<file path="src/rtl/txring_pkg.sv">
package txring_pkg;

   // register select codes
   localparam logic [2:0] RA_DEVCTL  = 3'd0;
   localparam logic [2:0] RA_TXCTL   = 3'd1;
   localparam logic [2:0] RA_BASE    = 3'd2;
   localparam logic [2:0] RA_LEN     = 3'd3;
   localparam logic [2:0] RA_TAIL    = 3'd4;
   localparam logic [2:0] RA_DESCCTL = 3'd5;

   // control bit positions
   localparam int DEVCTL_SRST_BIT = 26;
   localparam int TXCTL_EN_BIT    = 1;
   localparam int DESCCTL_GRAN_BIT = 24;

   // command byte bits (byte 11 of a descriptor, word 2 bits 31:24)
   localparam int CMD_EOP  = 0;
   localparam int CMD_IFCS = 1;
   localparam int CMD_RS   = 3;

   // status byte bit (byte 12, word 2... word 3 bits 7:0)
   localparam int STA_DONE = 0;

   localparam int MIN_RING_BYTES = 128;
   localparam int DESC_BYTES     = 16;

   typedef enum logic [2:0] {
      SQ_IDLE,
      SQ_RD_REQ,
      SQ_RD_WAIT,
      SQ_FRAME,
      SQ_WBACK
   } seq_state_t;

endpackage

</file>
<file path="src/rtl/txring_regs.sv">
module txring_regs
   import txring_pkg::*;
#(
   parameter int IDX_W   = 8,
   parameter int MEM_AW  = 30,
   parameter int RST_CYC = 4
) (
   input  logic              clk,
   input  logic              rst_n,
   input  logic              reg_we,
   input  logic [2:0]        reg_addr,
   input  logic [31:0]       reg_wdata,
   output logic              tx_en,
   output logic              gran,
   output logic [MEM_AW-3:0] base_hi,
   output logic [IDX_W:0]    ring_sz,
   output logic [IDX_W-1:0]  tail,
   output logic              srst
);

   localparam int RC_W      = $clog2(RST_CYC + 1);
   localparam int MAX_BYTES = DESC_BYTES << IDX_W;
   localparam int MIN_DESC  = MIN_RING_BYTES / DESC_BYTES;

   logic [RC_W-1:0] rst_cnt;
   logic            wr_ok;
   logic            len_ok;
   logic            tail_ok;

   assign srst    = (rst_cnt != '0);
   assign wr_ok   = reg_we && !srst;
   assign len_ok  = (reg_wdata >= 32'(MIN_RING_BYTES)) && (reg_wdata <= 32'(MAX_BYTES));
   assign tail_ok = reg_wdata < 32'(ring_sz);

   always_ff @(posedge clk) begin
      if (!rst_n) begin
         rst_cnt <= '0;
      end else if (srst) begin
         rst_cnt <= rst_cnt - 1'b1;
      end else if (wr_ok && reg_addr == RA_DEVCTL && reg_wdata[DEVCTL_SRST_BIT]) begin
         rst_cnt <= RC_W'(RST_CYC);
      end
   end

   always_ff @(posedge clk) begin
      if (!rst_n) begin
         tx_en   <= 1'b0;
         gran    <= 1'b0;
         base_hi <= '0;
         ring_sz <= (IDX_W+1)'(MIN_DESC);
      end else if (wr_ok) begin
         case (reg_addr)
            RA_TXCTL:   tx_en   <= reg_wdata[TXCTL_EN_BIT];
            RA_DESCCTL: gran    <= reg_wdata[DESCCTL_GRAN_BIT];
            RA_BASE:    base_hi <= reg_wdata[MEM_AW+1:4];
            RA_LEN:     if (len_ok) ring_sz <= reg_wdata[IDX_W+4:4];
            default: ;
         endcase
      end
   end

   always_ff @(posedge clk) begin
      if (!rst_n || srst) begin
         tail <= '0;
      end else if (reg_we && reg_addr == RA_TAIL && tail_ok) begin
         tail <= reg_wdata[IDX_W-1:0];
      end
   end

   // out-of-range tail writes leave the tail alone
   p_tail_ignore_r8: assert property (@(posedge clk) disable iff (!rst_n)
      (reg_we && reg_addr == RA_TAIL && !srst && reg_wdata >= 32'(ring_sz)) |=> $stable(tail));

   // the reset window ends with the tail back at zero
   p_srst_tail_r9: assert property (@(posedge clk) disable iff (!rst_n)
      $fell(srst) |-> tail == '0);

   // ring size stays within the legal range
   p_ring_sz_r8: assert property (@(posedge clk) disable iff (!rst_n)
      ring_sz >= (IDX_W+1)'(MIN_DESC));

endmodule

</file>
<file path="src/rtl/txring_head.sv">
module txring_head #(
   parameter int IDX_W = 8
) (
   input  logic             clk,
   input  logic             rst_n,
   input  logic             clr,
   input  logic             adv,
   input  logic [IDX_W:0]   ring_sz,
   output logic [IDX_W-1:0] head
);

   logic [IDX_W:0] head_inc;

   assign head_inc = {1'b0, head} + 1'b1;

   always_ff @(posedge clk) begin
      if (!rst_n || clr) begin
         head <= '0;
      end else if (adv) begin
         head <= (head_inc >= ring_sz) ? '0 : head_inc[IDX_W-1:0];
      end
   end

   // head only moves when a descriptor completes
   p_head_hold_r6: assert property (@(posedge clk) disable iff (!rst_n)
      (!adv && !clr) |=> $stable(head));

   // soft reset returns head to zero
   p_head_clear_r9: assert property (@(posedge clk) disable iff (!rst_n)
      clr |=> head == '0);

endmodule

</file>
<file path="src/rtl/txring_fetch.sv">
module txring_fetch
   import txring_pkg::*;
#(
   parameter int IDX_W    = 8,
   parameter int MEM_AW   = 30,
   parameter int READ_LAT = 2
) (
   input  logic              clk,
   input  logic              rst_n,
   input  logic              srst,
   input  logic              tx_en,
   input  logic              gran,
   input  logic [MEM_AW-3:0] base_hi,
   input  logic [IDX_W-1:0]  head,
   input  logic [IDX_W-1:0]  tail,
   output logic              adv,
   output logic              mem_req,
   output logic              mem_we,
   output logic [MEM_AW-1:0] mem_addr,
   output logic [31:0]       mem_wdata,
   output logic [3:0]        mem_wstrb,
   input  logic              mem_ready,
   input  logic [31:0]       mem_rdata,
   output logic              frame_valid,
   input  logic              frame_ready,
   output logic [63:0]       frame_addr,
   output logic [15:0]       frame_len,
   output logic              frame_eop,
   output logic              frame_ifcs
);

   localparam int CW = $clog2(READ_LAT + 1);

   seq_state_t        st;
   logic [1:0]        wsel;
   logic [31:0]       dw [4];
   logic              lat_hit;
   logic              go;
   logic              wb_due;
   logic [MEM_AW-3:0] desc_base;

   assign go        = tx_en && (head != tail);
   assign wb_due    = dw[2][24 + CMD_RS] || gran;
   assign desc_base = base_hi + (MEM_AW-2)'(head);

   generate
      if (READ_LAT == 1) begin : g_lat1
         assign lat_hit = 1'b1;
      end else begin : g_latn
         logic [CW-1:0] cnt;
         always_ff @(posedge clk) begin
            if (!rst_n) begin
               cnt <= '0;
            end else if (st == SQ_RD_REQ && mem_ready) begin
               cnt <= CW'(1);
            end else if (st == SQ_RD_WAIT && !lat_hit) begin
               cnt <= cnt + 1'b1;
            end
         end
         assign lat_hit = (cnt == CW'(READ_LAT));
      end
   endgenerate

   always_ff @(posedge clk) begin
      if (!rst_n || srst) begin
         st   <= SQ_IDLE;
         wsel <= '0;
      end else begin
         case (st)
            SQ_IDLE: begin
               wsel <= '0;
               if (go) st <= SQ_RD_REQ;
            end
            SQ_RD_REQ: if (mem_ready) st <= SQ_RD_WAIT;
            SQ_RD_WAIT: begin
               if (lat_hit) begin
                  wsel <= wsel + 1'b1;
                  st   <= (wsel == 2'd3) ? SQ_FRAME : SQ_RD_REQ;
               end
            end
            SQ_FRAME: if (frame_ready) st <= wb_due ? SQ_WBACK : SQ_IDLE;
            SQ_WBACK: if (mem_ready) st <= SQ_IDLE;
            default:  st <= SQ_IDLE;
         endcase
      end
   end

   always_ff @(posedge clk) begin
      if (st == SQ_RD_WAIT && lat_hit) begin
         dw[wsel] <= mem_rdata;
      end
   end

   always_comb begin
      mem_req   = 1'b0;
      mem_we    = 1'b0;
      mem_addr  = {desc_base, wsel};
      mem_wdata = '0;
      mem_wstrb = 4'b0000;
      adv       = 1'b0;
      case (st)
         SQ_RD_REQ: mem_req = 1'b1;
         SQ_FRAME:  adv = frame_ready && !wb_due;
         SQ_WBACK: begin
            mem_req   = 1'b1;
            mem_we    = 1'b1;
            mem_addr  = {desc_base, 2'd3};
            mem_wdata = dw[3] | (32'd1 << STA_DONE);
            mem_wstrb = 4'b0001;
            adv       = mem_ready;
         end
         default: ;
      endcase
   end

   assign frame_valid = (st == SQ_FRAME);
   assign frame_addr  = {dw[1], dw[0]};
   assign frame_len   = dw[2][15:0];
   assign frame_eop   = dw[2][24 + CMD_EOP];
   assign frame_ifcs  = dw[2][24 + CMD_IFCS];

   // a pending frame request holds its contents
   p_frame_hold_r3: assert property (@(posedge clk) disable iff (!rst_n || srst)
      (frame_valid && !frame_ready) |=> frame_valid && $stable(frame_addr)
         && $stable(frame_len) && $stable(frame_eop) && $stable(frame_ifcs));

   // write-back touches only the status byte of word 3 and marks done
   p_wb_status_r4: assert property (@(posedge clk) disable iff (!rst_n)
      (mem_req && mem_we) |-> mem_wstrb == 4'b0001 && mem_wdata[STA_DONE] && mem_addr[1:0] == 2'd3);

   // no descriptor read while a frame request waits
   p_no_read_pending_r10: assert property (@(posedge clk) disable iff (!rst_n)
      frame_valid |-> !(mem_req && !mem_we));

   // a disabled engine stays idle
   p_disabled_idle_r7: assert property (@(posedge clk) disable iff (!rst_n)
      (st == SQ_IDLE && !tx_en) |=> st == SQ_IDLE);

   // an empty ring keeps the engine idle
   p_empty_idle_r2: assert property (@(posedge clk) disable iff (!rst_n)
      (st == SQ_IDLE && head == tail) |=> st == SQ_IDLE);

endmodule

</file>
<file path="src/rtl/txring_engine.sv">
module txring_engine #(
   parameter int IDX_W    = 8,
   parameter int MEM_AW   = 30,
   parameter int READ_LAT = 2,
   parameter int RST_CYC  = 4
) (
   input  logic              clk,
   input  logic              rst_n,
   input  logic              reg_we,
   input  logic [2:0]        reg_addr,
   input  logic [31:0]       reg_wdata,
   output logic              mem_req,
   output logic              mem_we,
   output logic [MEM_AW-1:0] mem_addr,
   output logic [31:0]       mem_wdata,
   output logic [3:0]        mem_wstrb,
   input  logic              mem_ready,
   input  logic [31:0]       mem_rdata,
   output logic              frame_valid,
   input  logic              frame_ready,
   output logic [63:0]       frame_addr,
   output logic [15:0]       frame_len,
   output logic              frame_eop,
   output logic              frame_ifcs,
   output logic [IDX_W-1:0]  head_idx,
   output logic [IDX_W-1:0]  tail_idx,
   output logic              srst_busy
);

   if (IDX_W < 3 || IDX_W > 20) begin : g_bad_idx
      $error("txring_engine: IDX_W out of range");
   end
   if (MEM_AW < IDX_W + 2 || MEM_AW > 30) begin : g_bad_aw
      $error("txring_engine: MEM_AW out of range");
   end
   if (READ_LAT < 1) begin : g_bad_lat
      $error("txring_engine: READ_LAT must be at least 1");
   end
   if (RST_CYC <= READ_LAT) begin : g_bad_rst
      $error("txring_engine: RST_CYC must exceed READ_LAT");
   end

   logic              tx_en;
   logic              gran;
   logic [MEM_AW-3:0] base_hi;
   logic [IDX_W:0]    ring_sz;
   logic              adv;

   txring_regs #(
      .IDX_W   (IDX_W),
      .MEM_AW  (MEM_AW),
      .RST_CYC (RST_CYC)
   ) u_regs (
      .clk       (clk),
      .rst_n     (rst_n),
      .reg_we    (reg_we),
      .reg_addr  (reg_addr),
      .reg_wdata (reg_wdata),
      .tx_en     (tx_en),
      .gran      (gran),
      .base_hi   (base_hi),
      .ring_sz   (ring_sz),
      .tail      (tail_idx),
      .srst      (srst_busy)
   );

   txring_head #(
      .IDX_W (IDX_W)
   ) u_head (
      .clk     (clk),
      .rst_n   (rst_n),
      .clr     (srst_busy),
      .adv     (adv),
      .ring_sz (ring_sz),
      .head    (head_idx)
   );

   txring_fetch #(
      .IDX_W    (IDX_W),
      .MEM_AW   (MEM_AW),
      .READ_LAT (READ_LAT)
   ) u_fetch (
      .clk         (clk),
      .rst_n       (rst_n),
      .srst        (srst_busy),
      .tx_en       (tx_en),
      .gran        (gran),
      .base_hi     (base_hi),
      .head        (head_idx),
      .tail        (tail_idx),
      .adv         (adv),
      .mem_req     (mem_req),
      .mem_we      (mem_we),
      .mem_addr    (mem_addr),
      .mem_wdata   (mem_wdata),
      .mem_wstrb   (mem_wstrb),
      .mem_ready   (mem_ready),
      .mem_rdata   (mem_rdata),
      .frame_valid (frame_valid),
      .frame_ready (frame_ready),
      .frame_addr  (frame_addr),
      .frame_len   (frame_len),
      .frame_eop   (frame_eop),
      .frame_ifcs  (frame_ifcs)
   );

endmodule

</file>
<file path="config.mk">
export PLATFORM = sky130hd
export DESIGN_NAME = txring_engine
export DESIGN_NICKNAME = d
export VERILOG_FILES = /design/src/rtl/txring_pkg.sv /design/src/rtl/txring_regs.sv /design/src/rtl/txring_head.sv /design/src/rtl/txring_fetch.sv /design/src/rtl/txring_engine.sv
export SDC_FILE = /design/constraint.sdc
export NUM_CORES = 1
export LEC_CHECK = 0
export BUFFER_PORTS_ARGS = -buffer_cell sky130_fd_sc_hd__buf_4
export CORE_MARGIN = 1.5
export CORE_UTILIZATION = 35
export CTS_BUF_LIST = sky130_fd_sc_hd__clkbuf_4
export CTS_CLUSTER_SIZE = 40
export DETAILED_ROUTE_END_ITERATION = 16
export GPL_ROUTABILITY_DRIVEN = 0
export PLACE_DENSITY = 0.71
export SETUP_SLACK_MARGIN = 0.1
export SLEW_MARGIN = 10
export SYNTH_ARGS = -nofsm -noshare
export SYNTH_HDL_FRONTEND = slang
export SYNTH_SLANG_ARGS = --single-unit
export TNS_END_PERCENT = 50
</file>
<file path="constraint.sdc">
create_clock -name clk -period 2.7 [get_ports clk]
set_input_delay 0 -clock clk [delete_from_list [all_inputs] [get_ports clk]]
set_output_delay 0 -clock clk [all_outputs]
set_load 0.005 [all_outputs]
</file>
==> results.tsv <==
metric	value	unit
CTS tree	yes	
WL/cell	17.7	um
Post-Syn Instances	694	
critical path's slowest cell	fa_2	
FF-to-FF Start	u_head.head[0]$_SDFFE_PP0P_	
Hold WC Path Type	input pin to register	
largest net degree at the start of global routing	47	
CP required	2700	ps
post-synthesis sequential area ratio	0.589	
Layout Nets	1132	
Initial Utilization	0.355	
Port Buffers	236	
first-pass GRT wire length	34900	um
total CTS buffers	17	
status	finished clean	
most frequent cells in the layout	buf_4, edfxtp_1, dlygate4sd3_1	
residual overflow from global routing	0	
Core Rows	55	
RSZ-0062 raised after global routing	yes	
DR vias	6587	
htree depth	4	
WL met3	1130	um
Initial DRC Count	388	
commonest non-fill, non-tap cell in the layout	buf_4	
Critical path buffers and inverters	3	
Slew Viols, Final	0	
post-synth top area cell	edfxtp_1	
WL final	23500	um
# IOs	240	
Final Cycle Share	0.964	
worst-path cell chain	buf_6 -> fa_2 -> a211oi_2 -> o21bai_2 -> a21oi_2 -> buf_6 -> nor3b_2 -> xor2_1 -> buf_4	
vias per std cell	4.97	
Critical Path Source	u_head.head[1]$_SDFFE_PP0P_	
crit end category	output port	
Setup crit start kind	register	
Crit Path Category	register to output port	
maximum clock insertion buffer count	2	
number of enable flip-flop cells after synthesis	114	
Worst Path Max Fanout	5	
Hold WS	64.1	ps
Setup violations, final	0	
Syn-to-layout area delta	45.3	%
WL met2	11800	um
crit path DAT	2600	ps
Ys Warns	0	
most used cell, CP	buf_6	
Sink Count	179	
Die Wd	154	um
met1 WL	9700	um
initial antenna violation count	1	
vias in the first global route	6449	
core box area	22600	um^2
final worst slack	97.6	ps
clock skew	28.7	ps
drt first pass iters	6	
share of cells above drive strength 1	0.338	
Fmax achieved	0.384	GHz
Synth cell types	58	
synthesized area per cell	11.6	um^2
Max Cap Viol	0	
Detail Route Antenna Nets	0	
Fin. Hold Viols	0	
Detail Placement HPWL	15600	um
flops & latches, synth	179	
post-place setup slack	150	ps
die area	23800	um^2
synthesized area	8020	um^2
Min Clock Period, post-route	2600	ps
Rel. slew slack	0.288	
P_leak	4.63	nW
Area contributors post-synth	edfxtp_1, dfxtp_1, ha_1, nand2_1, and2_1	
root buffer cell	clkbuf_4	
hold_sp	reg_we	
Worst VDD drop	0.233	mV
DRC Markers	0	
Total Routing Usage GR	0.190	
ys flop type	edfxtp_1	
slowest stage delay, CP	410	ps
PwrDens	445	nW/um^2
Tightest Pin Transition	1070	ps
Die Y	154	um
Post-synth ARST share	0	
highest metal used	met4	
Top delay family on crit path	compound AO/OA/AOI/OAI gates	
Yosys top cell area share	0.427	
Clock Latency Late Sink	610	ps
CTS clk-pin slew, worst paths	180	ps
layer usage:
layer / up-vias / GRT usage
li1: 3145 / -
met1: 3130 / 0.229
met2: 248 / 0.332
met3: 64 / 0.0297
met4: 0 / 0.0920
met5: - / 0
worst min-delay path: cells and delay by family:
family	cells	cell delay (ps)
simple gates	3	230
buf+inv	2	320
compound gates	1	60
registers in the layout (all words and copies together), names as in the netlist, 2 cells and up:
register            cells
u_fetch.dw            114
u_fetch.g_latn.cnt      2
u_fetch.st              3
u_fetch.wsel            2
u_head.head             8
u_regs.base_hi         28
u_regs.ring_sz          9
u_regs.rst_cnt          3
u_regs.tail             8
path summary, 6_finish.rpt:
| kind | endpoint | slack (ps) | cells past startpoint |
|---|---|---|---|
| max | mem_addr[20] | 100 | 9 |
| min | u_regs.base_hi[20]$_SDFFE_PN0P_ | 60 | 6 |
| max reg2reg | u_head.head[7]$_SDFFE_PP0P_ | 190 | 12 |
| min reg2reg | u_regs.base_hi[24]$_SDFFE_PN0P_ | 470 | 2 |
synth_stat cells (all sizes together), types with 15 or more instances:
cell type,instances
edfxtp,114
nand2,82
dfxtp,65
and2,40
ha,32
a21boi,31
a21oi,29
clkbuf,24
nor2,23
xor2,23
buf,22
nand3,21
o21ai,20
inv,18
xnor2,18
nor4,15
through the flow:
step / instances / area, um^2 / TNS [ps] / power, mW / utilization
finish: 1326 / 11700 / 0 / 5.19 / 0.516
detailed placement: 1192 / 10100 / 0 / 3.46 / 0.447
CTS: 1317 / 11500 / -1.99 / 5.23 / 0.508
floorplan: 696 / 8030 / 0 / 3.23 / -
global placement: 1192 / 10100 / 0 / 3.45 / 0.447
global route: 1326 / 11700 / -130 / 5.39 / 0.516
power breakdown:
group,total (mW),internal (mW),switching (mW)
clock,1.67,0.480,1.19
sequential,2.97,2.94,0.0305
combinational,0.548,0.275,0.273
total,5.19,3.69,1.49
cell families (layout without fill, tap and decap cells):
group | after synthesis | after routing | synth area share
buf+inv | 64 | 407 | 0.0399
xor+xnor | 41 | 41 | 0.0448
fa+ha+maj | 33 | 33 | 0.0524
other cells | 1 | 4 | 0.000467
mux | 11 | 11 | 0.0137
compound gates | 119 | 120 | 0.101
flops | 179 | 179 | 0.589
simple gates | 246 | 246 | 0.158
area by class of cell:
type                            count  area, um^2
Sequential cell                   179        4730
Inverter                           18        67.6
Clock inverter                     15         214
Fill cell                        1944       10900
Tap cell                          285         357
Antenna cell                        1        2.50
Multi-Input combinational cell    454        3240
Timing Repair Buffer              357        2910
Clock buffer                       17         128
what timing repair did:
item,CTS,global route
pin swaps,13,19
gates resized for setup,29,24
hold endpoints to repair,177,0
setup endpoints to repair,21,36
hold buffers,90,0
setup buffers,2,7
gates cloned,1,1
(Power assumes the default switching activity.)
